[src/rtl/pkt_crc_pkg.sv]
package pkt_crc_pkg;
   typedef enum logic [2:0] {
      VERD_NONE       = 3'd0,
      VERD_PASS       = 3'd1,
      VERD_FAIL_CLEAR = 3'd2,
      VERD_FAIL_KEEP  = 3'd3,
      VERD_BYPASS     = 3'd4
   } verdict_e;
endpackage

[src/rtl/pkt_crc_step.sv]
module pkt_crc_step #(
   parameter int               CRC_W     = 16,
   parameter int               DATA_W    = 8,
   parameter logic [CRC_W-1:0] POLY      = 16'h1021,
   parameter bit               MSB_FIRST = 1'b1
) (
   input  logic [CRC_W-1:0]  crc_in,
   input  logic [DATA_W-1:0] data_in,
   output logic [CRC_W-1:0]  crc_out
);
   logic [CRC_W-1:0] poly_rev;

   for (genvar k = 0; k < CRC_W; k++) begin : g_rev
      assign poly_rev[k] = POLY[CRC_W-1-k];
   end

   if (MSB_FIRST) begin : g_msb
      always_comb begin
         logic [CRC_W-1:0] c;
         logic             fb;
         c = crc_in;
         for (int i = DATA_W - 1; i >= 0; i--) begin
            fb = c[CRC_W-1] ^ data_in[i];
            c  = {c[CRC_W-2:0], 1'b0};
            if (fb) c = c ^ POLY;
         end
         crc_out = c;
      end
   end else begin : g_lsb
      always_comb begin
         logic [CRC_W-1:0] c;
         logic             fb;
         c = crc_in;
         for (int i = 0; i < DATA_W; i++) begin
            fb = c[0] ^ data_in[i];
            c  = {1'b0, c[CRC_W-1:1]};
            if (fb) c = c ^ poly_rev;
         end
         crc_out = c;
      end
   end
endmodule

[src/rtl/pkt_crc_tx.sv]
module pkt_crc_tx #(
   parameter int               CRC_W     = 16,
   parameter int               DATA_W    = 8,
   parameter logic [CRC_W-1:0] POLY      = 16'h1021,
   parameter logic [CRC_W-1:0] PRESET    = 16'hFFFF,
   parameter bit               MSB_FIRST = 1'b1
) (
   input  logic              clk,
   input  logic              rst_n,
   input  logic              cfg_en,
   input  logic              in_valid,
   input  logic [DATA_W-1:0] in_data,
   input  logic              in_last,
   output logic              out_valid,
   output logic [DATA_W-1:0] out_data,
   output logic              out_last
);
   localparam int NB = CRC_W / DATA_W;
   localparam int CW = $clog2(NB + 1);

   logic              in_pkt_q;
   logic              en_q;
   logic [CRC_W-1:0]  crc_q;
   logic [CW-1:0]     app_cnt_q;
   logic              en_eff;
   logic [CRC_W-1:0]  crc_base;
   logic [CRC_W-1:0]  crc_nxt;
   logic [DATA_W-1:0] emit_byte;
   logic [CRC_W-1:0]  crc_shifted;

   assign en_eff   = in_pkt_q ? en_q : cfg_en;
   assign crc_base = in_pkt_q ? crc_q : PRESET;

   pkt_crc_step #(
      .CRC_W(CRC_W), .DATA_W(DATA_W), .POLY(POLY), .MSB_FIRST(MSB_FIRST)
   ) u_step (
      .crc_in (crc_base),
      .data_in(in_data),
      .crc_out(crc_nxt)
   );

   if (MSB_FIRST) begin : g_emit_hi
      assign emit_byte   = crc_q[CRC_W-1 -: DATA_W];
      assign crc_shifted = crc_q << DATA_W;
   end else begin : g_emit_lo
      assign emit_byte   = crc_q[DATA_W-1:0];
      assign crc_shifted = crc_q >> DATA_W;
   end

   always_ff @(posedge clk or negedge rst_n) begin
      if (!rst_n) begin
         in_pkt_q  <= 1'b0;
         en_q      <= 1'b0;
         crc_q     <= '0;
         app_cnt_q <= '0;
         out_valid <= 1'b0;
         out_data  <= '0;
         out_last  <= 1'b0;
      end else begin
         out_valid <= 1'b0;
         out_last  <= 1'b0;
         if (in_valid) begin
            out_valid <= 1'b1;
            out_data  <= in_data;
            out_last  <= in_last && !en_eff;
            crc_q     <= crc_nxt;
            in_pkt_q  <= !in_last;
            if (!in_pkt_q) en_q <= cfg_en;
            if (in_last && en_eff) app_cnt_q <= CW'(NB);
         end else if (app_cnt_q != '0) begin
            out_valid <= 1'b1;
            out_data  <= emit_byte;
            out_last  <= (app_cnt_q == CW'(1));
            crc_q     <= crc_shifted;
            app_cnt_q <= app_cnt_q - CW'(1);
         end
      end
   end

   // the source leaves the output free while checksum bytes go out
   a_r1_no_input_during_append: assert property (@(posedge clk) disable iff (!rst_n)
      (app_cnt_q != '0) |-> !in_valid);

   // every accepted byte leaves one clock later
   a_r2_pass_latency: assert property (@(posedge clk) disable iff (!rst_n)
      in_valid |=> (out_valid && out_data == $past(in_data)));
endmodule

[src/rtl/pkt_crc_rx.sv]
module pkt_crc_rx
   import pkt_crc_pkg::*;
#(
   parameter int               CRC_W     = 16,
   parameter int               DATA_W    = 8,
   parameter logic [CRC_W-1:0] POLY      = 16'h1021,
   parameter logic [CRC_W-1:0] PRESET    = 16'hFFFF,
   parameter bit               MSB_FIRST = 1'b1
) (
   input  logic              clk,
   input  logic              rst_n,
   input  logic              cfg_en,
   input  logic              cfg_autoclr,
   input  logic              in_valid,
   input  logic [DATA_W-1:0] in_data,
   input  logic              in_last,
   output logic              wr_valid,
   output logic [DATA_W-1:0] wr_data,
   output logic              pkt_start,
   output verdict_e          verd
);
   localparam int NB = CRC_W / DATA_W;
   localparam int FW = $clog2(NB + 1);

   logic              in_pkt_q;
   logic              en_q;
   logic              aclr_q;
   logic [FW-1:0]     fill_q;
   logic [CRC_W-1:0]  crc_q;
   logic [DATA_W-1:0] hold_q [NB];
   logic              en_eff;
   logic              aclr_eff;
   logic [FW-1:0]     fill_eff;
   logic [CRC_W-1:0]  crc_base;
   logic [CRC_W-1:0]  crc_nxt;
   logic              residue_ok;
   logic              long_enough;

   assign pkt_start   = in_valid && !in_pkt_q;
   assign en_eff      = pkt_start ? cfg_en      : en_q;
   assign aclr_eff    = pkt_start ? cfg_autoclr : aclr_q;
   assign fill_eff    = pkt_start ? '0          : fill_q;
   assign crc_base    = pkt_start ? PRESET      : crc_q;
   assign residue_ok  = (crc_nxt == '0);
   assign long_enough = (fill_eff >= FW'(NB - 1));

   pkt_crc_step #(
      .CRC_W(CRC_W), .DATA_W(DATA_W), .POLY(POLY), .MSB_FIRST(MSB_FIRST)
   ) u_step (
      .crc_in (crc_base),
      .data_in(in_data),
      .crc_out(crc_nxt)
   );

   always_ff @(posedge clk or negedge rst_n) begin
      if (!rst_n) begin
         in_pkt_q <= 1'b0;
         en_q     <= 1'b0;
         aclr_q   <= 1'b0;
         fill_q   <= '0;
         crc_q    <= '0;
         wr_valid <= 1'b0;
         wr_data  <= '0;
         verd     <= VERD_NONE;
         for (int k = 0; k < NB; k++) hold_q[k] <= '0;
      end else begin
         wr_valid <= 1'b0;
         verd     <= VERD_NONE;
         if (in_valid) begin
            in_pkt_q <= !in_last;
            crc_q    <= crc_nxt;
            if (pkt_start) begin
               en_q   <= cfg_en;
               aclr_q <= cfg_autoclr;
            end
            if (!en_eff) begin
               wr_valid <= 1'b1;
               wr_data  <= in_data;
            end else begin
               if (fill_eff == FW'(NB)) begin
                  wr_valid <= 1'b1;
                  wr_data  <= hold_q[NB-1];
               end
               hold_q[0] <= in_data;
               for (int k = 1; k < NB; k++) hold_q[k] <= hold_q[k-1];
               if (in_last)                   fill_q <= '0;
               else if (fill_eff == FW'(NB))  fill_q <= FW'(NB);
               else                           fill_q <= fill_eff + FW'(1);
            end
            if (in_last) begin
               if (!en_eff)                        verd <= VERD_BYPASS;
               else if (residue_ok && long_enough) verd <= VERD_PASS;
               else if (aclr_eff)                  verd <= VERD_FAIL_CLEAR;
               else                                verd <= VERD_FAIL_KEEP;
            end
         end
      end
   end

   // a FIFO write only ever follows an accepted byte
   a_r3_write_follows_input: assert property (@(posedge clk) disable iff (!rst_n)
      wr_valid |-> $past(in_valid));

   // a verdict only follows a last marker
   a_r10_verdict_on_last: assert property (@(posedge clk) disable iff (!rst_n)
      (verd != VERD_NONE) |-> $past(in_valid && in_last));
endmodule

[src/rtl/pkt_crc_verdict.sv]
module pkt_crc_verdict
   import pkt_crc_pkg::*;
(
   input  logic     clk,
   input  logic     rst_n,
   input  logic     pkt_start,
   input  verdict_e verd,
   output logic     crc_ok,
   output logic     fifo_clear,
   output logic     irq_crc_ok,
   output logic     irq_payload_ready
);
   always_ff @(posedge clk or negedge rst_n) begin
      if (!rst_n) begin
         crc_ok            <= 1'b0;
         fifo_clear        <= 1'b0;
         irq_crc_ok        <= 1'b0;
         irq_payload_ready <= 1'b0;
      end else begin
         fifo_clear        <= 1'b0;
         irq_crc_ok        <= 1'b0;
         irq_payload_ready <= 1'b0;
         case (verd)
            VERD_PASS: begin
               crc_ok            <= 1'b1;
               irq_crc_ok        <= 1'b1;
               irq_payload_ready <= 1'b1;
            end
            VERD_FAIL_CLEAR: begin
               crc_ok     <= 1'b0;
               fifo_clear <= 1'b1;
            end
            VERD_FAIL_KEEP, VERD_BYPASS: begin
               crc_ok            <= 1'b0;
               irq_payload_ready <= 1'b1;
            end
            default: begin
               if (pkt_start) crc_ok <= 1'b0;
            end
         endcase
      end
   end

   // a good-checksum interrupt always comes with payload-ready and no flush
   a_r4_ok_with_ready: assert property (@(posedge clk) disable iff (!rst_n)
      irq_crc_ok |-> (irq_payload_ready && !fifo_clear));

   // a flush request is silent
   a_r5_clear_silent: assert property (@(posedge clk) disable iff (!rst_n)
      fifo_clear |-> (!irq_payload_ready && !irq_crc_ok && !crc_ok));

   // status only rises together with the good-checksum interrupt
   a_r9_status_rise: assert property (@(posedge clk) disable iff (!rst_n)
      $rose(crc_ok) |-> irq_crc_ok);
endmodule

[src/rtl/pkt_crc_guard.sv]
module pkt_crc_guard
   import pkt_crc_pkg::*;
#(
   parameter int               CRC_W     = 16,
   parameter int               DATA_W    = 8,
   parameter logic [CRC_W-1:0] POLY      = 16'h1021,
   parameter logic [CRC_W-1:0] PRESET    = 16'hFFFF,
   parameter bit               MSB_FIRST = 1'b1
) (
   input  logic              clk,
   input  logic              rst_n,
   input  logic              cfg_crc_en,
   input  logic              cfg_autoclr,
   input  logic              tx_in_valid,
   input  logic [DATA_W-1:0] tx_in_data,
   input  logic              tx_in_last,
   output logic              tx_out_valid,
   output logic [DATA_W-1:0] tx_out_data,
   output logic              tx_out_last,
   input  logic              rx_in_valid,
   input  logic [DATA_W-1:0] rx_in_data,
   input  logic              rx_in_last,
   output logic              fifo_wr_valid,
   output logic [DATA_W-1:0] fifo_wr_data,
   output logic              fifo_clear,
   output logic              crc_ok,
   output logic              irq_crc_ok,
   output logic              irq_payload_ready
);
   if (DATA_W < 1 || CRC_W < 2 * DATA_W) begin : g_bad_width
      $error("checksum must span at least two data words");
   end
   if (CRC_W % DATA_W != 0) begin : g_bad_ratio
      $error("checksum width must be a whole number of data words");
   end
   if (POLY[0] != 1'b1) begin : g_bad_poly
      $error("generator must have a constant term");
   end

   logic     rx_start;
   verdict_e rx_verd;

   pkt_crc_tx #(
      .CRC_W(CRC_W), .DATA_W(DATA_W), .POLY(POLY), .PRESET(PRESET), .MSB_FIRST(MSB_FIRST)
   ) u_tx (
      .clk      (clk),
      .rst_n    (rst_n),
      .cfg_en   (cfg_crc_en),
      .in_valid (tx_in_valid),
      .in_data  (tx_in_data),
      .in_last  (tx_in_last),
      .out_valid(tx_out_valid),
      .out_data (tx_out_data),
      .out_last (tx_out_last)
   );

   pkt_crc_rx #(
      .CRC_W(CRC_W), .DATA_W(DATA_W), .POLY(POLY), .PRESET(PRESET), .MSB_FIRST(MSB_FIRST)
   ) u_rx (
      .clk        (clk),
      .rst_n      (rst_n),
      .cfg_en     (cfg_crc_en),
      .cfg_autoclr(cfg_autoclr),
      .in_valid   (rx_in_valid),
      .in_data    (rx_in_data),
      .in_last    (rx_in_last),
      .wr_valid   (fifo_wr_valid),
      .wr_data    (fifo_wr_data),
      .pkt_start  (rx_start),
      .verd       (rx_verd)
   );

   pkt_crc_verdict u_verdict (
      .clk              (clk),
      .rst_n            (rst_n),
      .pkt_start        (rx_start),
      .verd             (rx_verd),
      .crc_ok           (crc_ok),
      .fifo_clear       (fifo_clear),
      .irq_crc_ok       (irq_crc_ok),
      .irq_payload_ready(irq_payload_ready)
   );
endmodule

[config.mk]
export PLATFORM = sky130hd
export DESIGN_NAME = pkt_crc_guard
export DESIGN_NICKNAME = d
export VERILOG_FILES = /design/src/rtl/pkt_crc_pkg.sv /design/src/rtl/pkt_crc_step.sv /design/src/rtl/pkt_crc_tx.sv /design/src/rtl/pkt_crc_rx.sv /design/src/rtl/pkt_crc_verdict.sv /design/src/rtl/pkt_crc_guard.sv
export SDC_FILE = /design/constraint.sdc
export NUM_CORES = 1
export LEC_CHECK = 0
export CAP_MARGIN = 15
export CORE_MARGIN = 10
export CORE_UTILIZATION = 40
export DETAILED_ROUTE_END_ITERATION = 6
export HOLD_SLACK_MARGIN = 0.1
export PLACE_DENSITY_LB_ADDON = 0.25
export SLEW_MARGIN = 10
export SYNTH_ARGS = -nofsm -noshare
export SYNTH_HDL_FRONTEND = slang
export SYNTH_HIERARCHICAL = 1
export SYNTH_SLANG_ARGS = --single-unit
[constraint.sdc]
create_clock -name clk -period 3.09 [get_ports clk]
set_input_delay 0.927 -clock clk [delete_from_list [all_inputs] [get_ports clk]]
set_output_delay 0.927 -clock clk [all_outputs]
set_load 0.03 [all_outputs]
==> Word level (Yosys, flattened, before mapping) <==
Cells that the tools add are included.
{ "totals": {"regBits": 83, "input_bits": 24, "output_inout_bits": 23, "elab_cells": 131} }
{ "classes": {"addsub": 2, "order_cmp": 1, "eq_ne": 8, "muxes": 50, "bitwise": 32, "n_reduce_logical": 17} }
{ "ops": {"columns": ["op", "count"], "rows": [
  ["13-bit two-way mux", 16],
  ["16-bit two-way mux", 4],
  ["3-bit inverter", 16],
  ["8-bit two-way mux", 4],
  ["16-bit logical NOT", 1],
  ["1-bit XOR", 16],
  ["1-bit two-way mux", 15],
  ["2-bit two-way mux", 6],
  ["3-bit two-way mux", 4],
  ["3-bit by 2-bit equality test with 1-bit output, second input constant", 2],
  ["2-bit AND reduction", 3],
  ["3-bit OR reduction", 2],
  ["1-bit logical AND", 4],
  ["1-bit logical NOT", 4],
  ["2-bit nonzero test", 2],
  ["3-bit by 1-bit equality test with 1-bit output, second input constant", 1],
  ["3-bit equality test, second input constant", 1],
  ["3-bit nonzero test", 1],
  ["2-bit by 1-bit adder with 2-bit output, second input constant", 1],
  ["2-bit by 1-bit equality test with 1-bit output, second input constant", 1],
  ["2-bit equality test, second input constant", 1],
  ["2-bit by 1-bit >= comparator with 1-bit output, second input constant", 1],
  ["2-bit by 1-bit inequality test with 1-bit output, second input constant", 1],
  ["2-bit inequality test, second input constant", 1],
  ["2 further kinds", 2]
]} }

==> Logic depth before layout (Yosys ltp) <==
Gate-level depths: netlist of the first run.
{ "logic_depth": {"word_depth": 25, "depth_mapped": 11} }

==> By module <==
Netlist of the first run, hierarchy kept.
{ "by_module_without_submodules": {"columns": ["module", "instances", "cells_per_inst", "area_each_um2", "seq_area_each_um2"], "rows": [
  ["pkt_crc_rx", 1, 160, 2119.5, 1226.2],
  ["pkt_crc_tx", 1, 146, 1453.9, 750.7],
  ["pkt_crc_step", 2, 26, 395.4, 0.0],
  ["pkt_crc_verdict", 1, 13, 153.9, 100.1]
]} }

==> Worst setup path after synthesis of the first run <==
Ideal clock, no wire load.
{ "synth_path": {"path_type": "in2reg", "startpoint": "in rx_in_valid", "endpoint": "reg u_rx.verd[0]", "setup_ps": 65, "t_arrival_ps": 2838, "required_ps": 3025, "setup_slack_ps": 187, "stages": 9, "path_buffers": 1, "path_cell_list": "nand2b_4 clkbuf_1 nand2b_1 xnor2_4 xnor3_1 nor4_1 nand4_1 nor4_1 o21a_1"} }
{ "synth_lines": {"columns": ["element", "line", "source"], "rows": [
  ["start: declaration", "pkt_crc_guard.sv:20", "input logic rx_in_valid,"],
  ["1-bit logical AND", "pkt_crc_rx.sv:39", "assign pkt_start = in_valid && !in_pkt_q;"],
  ["16-bit two-way mux", "pkt_crc_rx.sv:43", "assign crc_base = pkt_start ? PRESET : crc_q;"],
  ["named net u_rx.crc_base[14]", "pkt_crc_rx.sv:34", "logic [CRC_W-1:0] crc_base;"],
  ["1-bit XOR", "pkt_crc_step.sv:23", "fb = c[CRC_W-1] ^ data_in[i];"],
  ["13-bit two-way mux", "pkt_crc_step.sv:25", "if (fb) c = c ^ POLY;"],
  ["1-bit XOR", "pkt_crc_step.sv:23", null],
  ["13-bit two-way mux (3 in a row)", "pkt_crc_step.sv:25", null],
  ["named net u_rx.crc_nxt[7]", "pkt_crc_rx.sv:35", "logic [CRC_W-1:0] crc_nxt;"],
  ["16-bit logical NOT", "pkt_crc_rx.sv:44", "assign residue_ok = (crc_nxt == '0);"],
  ["1-bit logical AND", "pkt_crc_rx.sv:92", "else if (residue_ok && long_enough) verd <= VERD_PASS;"],
  ["3-bit two-way mux", "pkt_crc_rx.sv:92", null],
  ["3-bit two-way mux", "pkt_crc_rx.sv:91", "if (!en_eff) verd <= VERD_BYPASS;"],
  ["3-bit two-way mux", "pkt_crc_rx.sv:90", "if (in_last) begin"],
  ["3-bit two-way mux", "pkt_crc_rx.sv:69", "if (in_valid) begin"],
  ["end signal: assignment", "pkt_crc_rx.sv:91", null],
  ["end signal: assignment", "pkt_crc_rx.sv:92", null],
  ["end signal: assignment", "pkt_crc_rx.sv:93", "else if (aclr_eff) verd <= VERD_FAIL_CLEAR;"],
  ["end: declaration", "pkt_crc_rx.sv:20", "output verdict_e verd"]
]} }
The timed path passes the listed nets, and every way through them passes these cells.
A chain may end at the register's enable or synchronous reset.

==> Final worst setup path of the first run <==
{ "layout_path": {"startpoint": "in rx_in_valid", "endpoint": "reg u_rx.verd[0]"} }
{ "layout_lines": {"columns": ["element", "line"], "rows": [
  ["1-bit logical AND (*)", "pkt_crc_rx.sv:39"],
  ["16-bit two-way mux (*)", "pkt_crc_rx.sv:43"],
  ["named net u_rx.crc_base[13]", "pkt_crc_rx.sv:34"],
  ["1-bit XOR (*)", "pkt_crc_step.sv:23"],
  ["13-bit two-way mux (*) (5 in a row)", "pkt_crc_step.sv:25"],
  ["3-bit inverter (no source line)", null],
  ["13-bit two-way mux (*)", "pkt_crc_step.sv:25"],
  ["named net u_rx.crc_nxt[5]", "pkt_crc_rx.sv:35"],
  ["16-bit logical NOT (*)", "pkt_crc_rx.sv:44"],
  ["1-bit logical AND (*)", "pkt_crc_rx.sv:92"],
  ["3-bit two-way mux (*)", "pkt_crc_rx.sv:92"],
  ["3-bit two-way mux (*)", "pkt_crc_rx.sv:91"],
  ["3-bit two-way mux (*)", "pkt_crc_rx.sv:90"],
  ["3-bit two-way mux (*)", "pkt_crc_rx.sv:69"]
]} }
The timed path passes the listed nets; every way through them passes the cells marked *.

==> results.toml, run 1 <==
[layout]
layout.core_utilization = 0.511
area.sequential_sq_mm = 0.00208
multiInputGateArea_sq_mm = 0.00232
drive_gt1_frac = 0.226
antenna_cells = 0
syn_to_final_growth_pct = 23.7
nNetsFinal = 470
layout_filler_cell_count = 959

[placement]
portBuffers = 46
hpwl_um = 6340
gp_routability_congestion = 0.802

[floorplanning]
initial_core_utilization = 0.413
pin_count = 47
chipHeight_um = 126
placementRows = 38
core_area_sq_mm = 0.0109
floorplan.die.width_um = 126
die-area_sq_mm = 0.0159

[power]
cellPowerDensity_mw_per_mm2 = 1010
vdd_drop_max_mv = 0.642
total_leakage_power_uw = 0.00259

[synthesis]
synth_seq_cells = 83
syn_area_per_cell_sq_um = 12.2
synth-edff-count = 0
synth_seq_area_share = 0.460
post-synth-top-area-fraction = 0.460
synth_warnings = 6
async_flop_share = 1.00
synth_common_cells = "83 x sky130_fd_sc_hd__dfrtp_1, 45 x sky130_fd_sc_hd__nand2_1, 31 x sky130_fd_sc_hd__mux2_2, 27 x sky130_fd_sc_hd__mux2i_1, 22 x sky130_fd_sc_hd__nand2b_1"
syn-num-nets = 400
ys_types = 41
most_instantiated_library_cell_after_synthesis = "sky130_fd_sc_hd__dfrtp_1"
syn-instance-count = 371
synthDominantAreaCellType = "sky130_fd_sc_hd__dfrtp_1"
synthesis.area_sq_mm = 0.00452
yosys_most_used_dff = "sky130_fd_sc_hd__dfrtp_1"
synthTopCellsByArea = "sky130_fd_sc_hd__dfrtp_1 46%, sky130_fd_sc_hd__mux2_2 7.7%, sky130_fd_sc_hd__mux2i_1 6.0%"

[critical_path]
timing.critical_path.to_type = "flop"
worst_path_dominant_cell_family = "simple AND/OR/NAND/NOR gates"
cpPeakStageDelay_ns = 0.48
critical_path.slowest_cell = "sky130_fd_sc_hd__xnor3_1"
crit_buf_inv = 3
crit_type = "primary input to flop"
req_time_crit_path_ns = 3.37
worstPathCellList = "dlymetal6s2s_1 > nand2b_4 > buf_4 > nand2b_1 > xnor2_2 > xnor3_1 > nor2_1 > nand4_1 > nor4_2 > buf_4 > o21a_1"
start_kind = "primary input"
critical_path.most_common_cell = "sky130_fd_sc_hd__buf_4"
worst_path_arrival_time_ns = 3.05
crit_fanout = 6

[global_route]
number_of_antenna_violations_at_the_first_check_in_global_routing = 0
grt_remaining_overflow = 0
grt_pass1_wl_um = 15200
grt_pass1_vias = 3037
global_route.usage.total = 0.116
grt_start_max_net_pins = 59

[cts]
clock_tree.buffer_depth = 2
clock_pin_slew_worst_setup_and_hold_paths_ns = 0.06
clock_latency_ns = 0.33
cts-hold-fix-buffers = 0
cts_tree = "yes"
clock_sinks = 83
clockRootBuffer = "sky130_fd_sc_hd__clkbuf_16"
htree_num_levels = 3
cts-buffers-inserted = 9

[drt]
maxUsedRoutingLayer = "met4"
ant_nets = 0
routed_vias = 2851
met2_length_um = 4410
wire_per_inst_um = 15.3
dr.first_iter.drc_count = 134
drt-total-wl_um = 8940
detail_route.wirelength.met1_um = 4020
post_dr_vias_cell = 4.87
met3RoutedLength_um = 341
drt_pre_antenna_iters = 4
detail_route.drc_violations = 0

[timing]
tightestPinTransition_ns = 0.897
number_of_setup_violations_in_the_final_report = 0
layout_min_cycle_time_ns = 2.78
fmax_mhz = 360
timing.clock.skew_ns = 0.00810
final_max_slew_viol_count = 0
hold_viol = 0
layout_worst_path_cycle_share = 0.899
slew_headroom = 0.402
rsz0062_at_grt = "false"
hold_ws_ns = 0.489

[run_status]
status = "completed"

[min_path]
hold_path_class = "flop to flop"

[flow_run]
max_cap_violations = 0
-- metal layers --
layer  GRT usage  vias up
li1            -     1391
met4      0.0409        0
met2       0.199       54
met3      0.0344       14
met5           0        -
met1       0.134     1392
-- state kept, by name, summed over array words and instances (netlist names) --
register,count
u_rx/en_q,1
u_verdict/irq_crc_ok,1
u_tx/out_data,8
u_verdict/fifo_clear,1
u_tx/en_q,1
u_rx/hold_q,16
u_rx/verd,3
u_rx/aclr_q,1
u_rx/in_pkt_q,1
u_tx/in_pkt_q,1
u_rx/wr_valid,1
u_verdict/irq_payload_ready,1
u_tx/crc_q,16
u_rx/crc_q,16
u_tx/out_last,1
u_tx/out_valid,1
u_rx/wr_data,8
u_rx/fill_q,2
u_verdict/crc_ok,1
u_tx/app_cnt_q,2
-- stage by stage --
stage / instances / setup WS (ns) / setup TNS (ns) / total power (uW) / area [sq um]
2_1_floorplan: 371 / 0.187 / 0 / 3790 / 4520
3_3_place_gp: 568 / -0.262 / -0.513 / 4540 / 5270
3_5_place_dp: 568 / -0.371 / -0.737 / 4610 / 5270
4_1_cts: 584 / 0.0297 / 0 / 5660 / 5550
5_1_grt: 586 / 0.213 / 0 / 6030 / 5590
6_report: 586 / 0.313 / 0 / 5640 / 5590
-- kinds of logic (layout without fill, tap and decap cells) --
| logic type | count (synthesis) | after routing | synth area share |
|---|---|---|---|
| mux | 62 | 62 | 0.151 |
| simple gates | 102 | 102 | 0.119 |
| xor+xnor | 48 | 48 | 0.170 |
| compound gates | 43 | 43 | 0.0526 |
| fa+ha+maj | 5 | 5 | 0.0138 |
| buf+inv | 28 | 103 | 0.0335 |
| flops | 83 | 83 | 0.460 |
-- report_power, final --
part	internal, uW	total (uW)	switching, uW
logic	1630	2880	1250
clock network	586	1010	425
registers	1520	1740	225
total	3740	5640	1900
-- repair_timing --
| item | in CTS | in global routing |
|---|---|---|
| cloned | 0 | 0 |
| endpoints found under the hold margin | 0 | 0 |
| resized for setup | 1 | 4 |
| buffers inserted | 0 | 2 |
| setup endpoints to repair | 2 | 2 |
| pin swaps | 0 | 6 |
-- layout by cell type, fill, tap and decap left out, drive strengths merged, types with 2 or more instances in the layout --
| cell | synthesis | layout |
|---|---|---|
| a21oi | 2 | 2 |
| and2 | 2 | 2 |
| and3 | 2 | 2 |
| buf | 15 | 33 |
| clkbuf | 3 | 12 |
| clkdlybuf4s50 | 0 | 43 |
| clkinv | 0 | 2 |
| clkinvlp | 0 | 2 |
| dfrtp | 83 | 83 |
| ha | 5 | 5 |
| inv | 10 | 10 |
| mux2 | 34 | 34 |
| mux2i | 28 | 28 |
| nand2 | 45 | 45 |
| nand2b | 23 | 23 |
| nand3 | 2 | 2 |
| nor2 | 4 | 4 |
| nor4 | 4 | 4 |
| o21a | 3 | 3 |
| o21ai | 36 | 36 |
| or2b | 14 | 14 |
| or3 | 2 | 2 |
| xnor2 | 24 | 24 |
| xnor3 | 10 | 10 |
| xor2 | 6 | 6 |
| xor3 | 8 | 8 |
-- final timing paths --
check	start	end	slack, ns	cells past startpoint
hold reg to reg	u_rx/hold_q[15]$_DFFE_PN0P_	u_rx/hold_q[7]$_DFFE_PN0P_	0.49	1
max in group asynchronous	rst_n	u_rx/crc_q[14]$_DFFE_PN0P_	1.87	2
setup reg to reg	u_rx/in_pkt_q$_DFFE_PN0P_	u_rx/verd[0]$_DFF_PN0_	0.60	10
hold / removal	u_rx/hold_q[15]$_DFFE_PN0P_	u_rx/hold_q[7]$_DFFE_PN0P_	0.49	1
min in group asynchronous	rst_n	u_tx/out_data[7]$_DFFE_PN0P_	0.57	1
setup / recovery	rx_in_valid	u_rx/verd[0]$_DFF_PN0_	0.31	11
-- final cells by class --
| type | instances | share of cell area |
|---|---|---|
| clock buffers | 12 | 0.0459 |
| clock inverters | 4 | 0.00448 |
| inverters | 10 | 0.00716 |
| multi-input cells | 260 | 0.414 |
| flip-flops and latches | 83 | 0.372 |
| well taps | 140 | 0.0313 |
| repair buffers | 77 | 0.125 |
No activity file was read; power rests on OpenSTA's default activity.
==> inputs of run 2 (changes only) <==
--- a/config.mk
+++ b/config.mk
@@ -8,9 +8,10 @@
 export CAP_MARGIN = 15
 export CORE_MARGIN = 10
 export CORE_UTILIZATION = 40
+export CTS_BUF_LIST = sky130_fd_sc_hd__clkbuf_2
 export DETAILED_ROUTE_END_ITERATION = 6
+export GPL_TIMING_DRIVEN = 1
 export HOLD_SLACK_MARGIN = 0.1
-export PLACE_DENSITY_LB_ADDON = 0.25
 export SLEW_MARGIN = 10
 export SYNTH_ARGS = -nofsm -noshare
 export SYNTH_HDL_FRONTEND = slang
==> run 2 against run 1 <==
Effect of this change:
- wire length decreased by 0.93%
- global-route usage hardly changed
- cell count decreased by 0.17%
- design area fell by 3.1%
- largest cell class unchanged
- setup slack worse by 0.069 ns
- flip-flop and latch count unchanged
- clock skew is 0.021 ns higher
- die area stayed put
- via count shrank 1.7%
- count of clock-buffer cells in the layout down 2
- critical path depth shrank 1
==> results.toml, run 2 (same netlist as run 1, synthesis figures left out) <==
[layout]
mostFrequentLayoutCell = "sky130_fd_sc_hd__dfrtp_1"
area.sequential_sq_mm = 0.00208
most_frequent_cells_in_the_layout = "83 x sky130_fd_sc_hd__dfrtp_1, 45 x sky130_fd_sc_hd__nand2_1, 44 x sky130_fd_sc_hd__clkdlybuf4s50_1, 31 x sky130_fd_sc_hd__mux2_2, 29 x sky130_fd_sc_hd__buf_4"
syn_to_final_growth_pct = 19.9
post_layout_nonfiller_instances = 585
largest_registers = "u_rx/crc_q x16, u_rx/hold_q x16, u_tx/crc_q x16"
drive_gt1_frac = 0.213
nNetsFinal = 469
antenna_cells = 0
layout_filler_cell_count = 1007
multiInputGateArea_sq_mm = 0.00229

[placement]
gp_routability_congestion = 0.795
hpwl_um = 6390
number_of_placed_cells_counting_well_taps = 569
portBuffers = 46

[flow_run]
max_cap_violations = 0

[critical_path]
start_kind = "primary input"
req_time_crit_path_ns = 3.58
critical_path.slowest_cell = "sky130_fd_sc_hd__clkdlybuf4s50_1"
crit_type = "primary input to flop"
flop2flop_setup_slack_ns = 0.59
r2r.worst_path.cells = 9
worst_path_arrival_time_ns = 3.33
crit_fanout = 3
timing.critical_path.to_type = "flop"
critical_path.most_common_cell = "sky130_fd_sc_hd__nor4_1"
cpPeakStageDelay_ns = 0.46
worstPathCellList = "clkdlybuf4s50_1 > nand2b_4 > or2b_1 > xnor2_2 > xnor3_1 > nor4_1 > nand4_1 > nor4_1 > buf_4 > o21a_1"
worst_r2r_startpoint = "u_rx/in_pkt_q$_DFFE_PN0P_"
crit-reg2reg-capture = "u_rx/verd[0]$_DFF_PN0_"

[floorplanning]
floorplan.die.width_um = 126
placementRows = 38
pin_count = 47
chipHeight_um = 126
initial_core_utilization = 0.413
core_area_sq_mm = 0.0109
die-area_sq_mm = 0.0159

[global_route]
global_route.usage.total = 0.116
grt_remaining_overflow = 0
grt_pass1_wl_um = 15100
grt_pass1_vias = 3066
number_of_antenna_violations_at_the_first_check_in_global_routing = 0
grt_start_max_net_pins = 59

[cts]
clock_tree.buffer_depth = 2
post-cts-setup-buffers = 0
clock_latency_ns = 0.54
cts-hold-fix-buffers = 0
post_cts_resized = 0
clockRootBuffer = "sky130_fd_sc_hd__clkbuf_2"
clock_sinks = 83
cts_tree = "yes"
htree_num_levels = 3
clock_pin_slew_worst_setup_and_hold_paths_ns = 0.24
cts-buffers-inserted = 9

[timing]
tightestPinTransition_ns = 0.885
final_max_slew_viol_count = 0
number_of_setup_violations_in_the_final_report = 0
timing.clock.skew_ns = 0.0293
layout_min_cycle_time_ns = 2.85
fmax_mhz = 351
slew_headroom = 0.410
rsz0062_at_grt = "false"
hold_viol = 0
layout_worst_path_cycle_share = 0.921

[power]
design_power_total_uw = 5210
vdd_drop_max_mv = 0.536
pwr-share-seq = 0.334
cellPowerDensity_mw_per_mm2 = 962
cellInternalPower_uw = 3400
total_leakage_power_uw = 0.00252
power.net_switching_uw = 1810
power_frac_clock = 0.123
p_comb_frac = 0.543
sw_frac_of_total = 0.347

[run_status]
status = "completed"

[drt]
drt_pre_antenna_iters = 4
routed_vias = 2802
ant_nets = 0
post_dr_vias_cell = 4.79
detail_route.drc_violations = 0
drt-total-wl_um = 8860
dr.first_iter.drc_count = 117
wire_per_inst_um = 15.1

[min_path]
hold_path_class = "primary input to async pin"
## run 2: changes by cell type in the layout (fill, tap and decap cells not counted), sizes merged
cell / before / now
dlymetal6s2s: 1 / 0
bufinv: 0 / 2
clkinvlp: 2 / 1
clkbuf: 12 / 10
clkdlybuf4s50: 43 / 44
clkinv: 2 / 3
buf: 33 / 32
## run 2: final cells by class
class / instances / area share
clock buffers: 10 / 0.00924
clock inverters: 6 / 0.0148
inverters: 10 / 0.00739
multi-input cells: 260 / 0.423
flip-flops and latches: 83 / 0.384
well taps: 140 / 0.0323
repair buffers: 76 / 0.130
## run 2: worst max-delay path, delay by kind of cell
kind	cells	cell delay, ns
and+or+nand+nor	5	0.98
xor gates and xnor gates	2	0.67
buffers and inverters	2	0.62
AOI/OAI and AO/OA	1	0.12
## run 2: how the worst max path moves through the flow
stage / endpoint / slack (ns) / startpoint
after floorplan: u_rx/verd[0]$_DFF_PN0_ / 0.19 / rx_in_valid
after CTS: u_rx/verd[0]$_DFF_PN0_ / 0.31 / rx_in_valid
after detailed placement: u_rx/verd[0]$_DFF_PN0_ / -0.31 / rx_in_valid
after global routing: u_rx/verd[0]$_DFF_PN0_ / 0.07 / rx_in_valid
final: u_rx/verd[0]$_DFF_PN0_ / 0.24 / rx_in_valid
after global placement: u_rx/verd[0]$_DFF_PN0_ / -0.27 / rx_in_valid
## run 2: power by group through the flow
stage / clock network, uW / registers (uW) / logic, uW
floorplan: 0 / 1900 / 1880
global placement: 0 / 1760 / 2820
detailed placement: 0 / 1770 / 2870
CTS: 675 / 1750 / 2880
global route: 713 / 1800 / 3100
finish: 641 / 1740 / 2830
## run 2: metal layers
| metal | share of wire | vias to the layer above | track usage | routed length [um] |
|---|---|---|---|---|
| met4 | 0.014 | 0 | 0.0328 | 123 |
| met5 | 0 | - | 0 | 0 |
| met2 | 0.50 | 48 | 0.194 | 4410 |
| li1 | - | 1384 | - | - |
| met3 | 0.050 | 13 | 0.0457 | 447 |
| met1 | 0.44 | 1357 | 0.134 | 3880 |
## run 2: metrics by stage
stage / utilization / hold WS [ns] / setup TNS, ns / instance area (sq um) / setup slack, ns
floorplan: - / 0.440 / 0 / 4520 / 0.187
global placement: 0.483 / 0.460 / -0.524 / 5290 / -0.268
detailed placement: 0.483 / 0.473 / -0.590 / 5290 / -0.311
CTS: 0.495 / 0.287 / 0 / 5420 / 0.305
global route: 0.495 / 0.267 / 0 / 5420 / 0.0692
finish: 0.495 / 0.307 / 0 / 5420 / 0.244
==> inputs of run 3 (changes only) <==
--- a/config.mk
+++ b/config.mk
@@ -12,8 +12,8 @@
 export DETAILED_ROUTE_END_ITERATION = 6
 export GPL_TIMING_DRIVEN = 1
 export HOLD_SLACK_MARGIN = 0.1
+export SKIP_CTS_REPAIR_TIMING = 1
 export SLEW_MARGIN = 10
 export SYNTH_ARGS = -nofsm -noshare
 export SYNTH_HDL_FRONTEND = slang
-export SYNTH_HIERARCHICAL = 1
 export SYNTH_SLANG_ARGS = --single-unit
==> run 3 against run 2 <==
Effect of this change:
- critical path depth fell by 9
- via count grew 9.3%
- maximum frequency is 11% higher
- sequential share of layout area is 0.94 points higher
- first-iteration DRC count grew 59%
- wire length rose by 9.4%
- critical path type is now flop to output port
- critical endpoint is now fifo_wr_data[4]
==> results.toml, run 3 <==
[timing]
tightestPinTransition_ns = 0.640
fmax_mhz = 389
number_of_setup_violations_in_the_final_report = 0
slew_headroom = 0.573
layout_worst_path_cycle_share = 0.832
rsz0062_at_grt = "false"
final_max_slew_viol_count = 0
timing.setup.tns_ns = 0
layout_min_cycle_time_ns = 2.57
timing.clock.skew_ns = 0.0121
hold_viol = 0
finalWorstSetupSlack_ns = 0.519

[critical_path]
timing.critical_path.to_type = "output port"
flop2flop_setup_slack_ns = 0.97
worstPathCellList = "clkdlybuf4s50_1"
req_time_crit_path_ns = 2.16
worst_path_dominant_cell_family = "buffers and inverters"
crit_buf_inv = 1
crit_fanout = 2
crit_type = "flop to output port"
critical_path.slowest_cell = "sky130_fd_sc_hd__clkdlybuf4s50_1"
cpPeakStageDelay_ns = 0.69
worst_path_arrival_time_ns = 1.64
crit-reg2reg-capture = "u_rx.verd[1]$_DFF_PN0_"
worst_r2r_startpoint = "u_rx.in_pkt_q$_DFFE_PN0P_"
start_kind = "flop"
r2r.worst_path.cells = 7

[layout]
nNetsFinal = 495
multiInputGateArea_sq_mm = 0.00224
mostFrequentLayoutCell = "sky130_fd_sc_hd__dfrtp_1"
layout_filler_cell_count = 1019
area.sequential_sq_mm = 0.00208
antenna_cells = 0
drive_gt1_frac = 0.161
final_design_area_no_fill_sq_mm = 0.00529
layout.core_utilization = 0.486
post_layout_nonfiller_instances = 611
syn_to_final_growth_pct = 18.0
most_frequent_cells_in_the_layout = "83 x sky130_fd_sc_hd__dfrtp_1, 45 x sky130_fd_sc_hd__clkdlybuf4s50_1, 42 x sky130_fd_sc_hd__xnor2_1, 37 x sky130_fd_sc_hd__nand2_1, 29 x sky130_fd_sc_hd__nor2_1"
largest_registers = "u_rx.crc_q x16, u_rx.hold_q x16, u_tx.crc_q x16"

[synthesis]
synth_common_cells = "83 x sky130_fd_sc_hd__dfrtp_1, 42 x sky130_fd_sc_hd__xnor2_1, 37 x sky130_fd_sc_hd__nand2_1, 29 x sky130_fd_sc_hd__nor2_1"
syn-instance-count = 413
synthTopCellsByArea = "sky130_fd_sc_hd__dfrtp_1 46%, sky130_fd_sc_hd__xnor2_1 8.2%, sky130_fd_sc_hd__mux2_2 7.0%"
synth_warnings = 0
yosys_most_used_dff = "sky130_fd_sc_hd__dfrtp_1"
syn-num-nets = 442
post-synth-top-area-fraction = 0.463
ys_types = 51
synth_seq_cells = 83
synthDominantAreaCellType = "sky130_fd_sc_hd__dfrtp_1"
synthesis.area_sq_mm = 0.00448
syn_area_per_cell_sq_um = 10.9
async_flop_share = 1.00
synth-edff-count = 0
synth_seq_area_share = 0.463
most_instantiated_library_cell_after_synthesis = "sky130_fd_sc_hd__dfrtp_1"

[power]
vdd_drop_max_mv = 0.491
cellPowerDensity_mw_per_mm2 = 939
cellInternalPower_uw = 2990
sw_frac_of_total = 0.397
power_frac_clock = 0.123
total_leakage_power_uw = 0.00229
p_comb_frac = 0.508
power.net_switching_uw = 1970
pwr-share-seq = 0.369

[placement]
post-place-ws_ns = 0.0649
portBuffers = 46
placed_cell_area_sq_mm = 0.00517
gp_routability_congestion = 0.873
hpwl_um = 6990
number_of_placed_cells_counting_well_taps = 595

[floorplanning]
initial_core_utilization = 0.412
placementRows = 38
die-area_sq_mm = 0.0158
pin_count = 47
chipHeight_um = 126
core_area_sq_mm = 0.0109
floorplan.die.width_um = 126

[drt]
drt-total-wl_um = 9700
drt_pre_antenna_iters = 5
dr.first_iter.drc_count = 186
ant_nets = 0
post_dr_vias_cell = 5.01
detail_route.drc_violations = 0
wire_per_inst_um = 15.9
routed_vias = 3062

[cts]
cts_tree = "yes"
clock_tree.buffer_depth = 2
htree_num_levels = 3
clock_pin_slew_worst_setup_and_hold_paths_ns = 0.25
clockRootBuffer = "sky130_fd_sc_hd__clkbuf_2"
clock_sinks = 83
cts-buffers-inserted = 9
clock_latency_ns = 0.55

[global_route]
grt_start_max_net_pins = 50
number_of_antenna_violations_at_the_first_check_in_global_routing = 0
grt_remaining_overflow = 0
grt_pass1_wl_um = 16400
grt_pass1_vias = 3191
global_route.usage.total = 0.124

[flow_run]
max_cap_violations = 0

[run_status]
status = "completed"

[min_path]
hold_path_class = "primary input to async pin"
==> run 3: metal layers <==
metal  vias to the layer above  share of wire  global-route usage  routed length (um)
li1                       1502              -                   -                   -
met1                      1500           0.46               0.153                4440
met2                        53           0.49               0.206                4770
met3                         7          0.041              0.0378                 401
met4                         0         0.0090              0.0335                  87
met5                         -              0                   0                   0
==> run 3: through the flow <==
stage          hold slack [ns]  total power (uW)
2_1_floorplan            0.440              3660
3_3_place_gp             0.462              4330
3_5_place_dp             0.464              4400
4_1_cts                  0.268              5030
5_1_grt                  0.258              5360
6_report                 0.292              4960
==> run 3: kinds of logic after synthesis <==
family / synth area share
compound gates: 0.0955
xor+xnor: 0.140
fa+ha+maj: 0.0140
buf+inv: 0.0366
flops: 0.463
mux: 0.133
simple gates: 0.118
==> run 3: layout make-up <==
class	count	share of cell area
clock inverter	7	0.0140
tap	140	0.0331
timing repair buffer	67	0.121
sequential	83	0.393
clock buffer	9	0.00852
multi-input combinational	296	0.424
inverter	9	0.00639
==> run 3: power by group through the flow <==
stage          clock, uW  sequential, uW  combinational, uW
2_1_floorplan          0            1950               1720
3_3_place_gp           0            1840               2490
4_1_cts              637            1830               2560
5_1_grt              674            1900               2790
3_5_place_dp           0            1860               2540
6_report             612            1830               2520
==> run 3: worst max-delay path by stage <==
| stage | endpoint | cells past startpoint | slack [ns] | startpoint |
|---|---|---|---|---|
| floorplan | u_rx.verd[1]$_DFF_PN0_ | 9 | 0.57 | rx_in_valid |
| global placement | u_rx.verd[1]$_DFF_PN0_ | 6 | 0.13 | rx_in_data[5] |
| detailed placement | u_rx.verd[1]$_DFF_PN0_ | 8 | 0.06 | rx_in_valid |
| CTS | fifo_wr_data[4] | 1 | 0.45 | u_rx.wr_data[4]$_DFFE_PN0P_ |
| global route | fifo_wr_data[4] | 1 | 0.38 | u_rx.wr_data[4]$_DFFE_PN0P_ |
| finish | fifo_wr_data[4] | 1 | 0.52 | u_rx.wr_data[4]$_DFFE_PN0P_ |
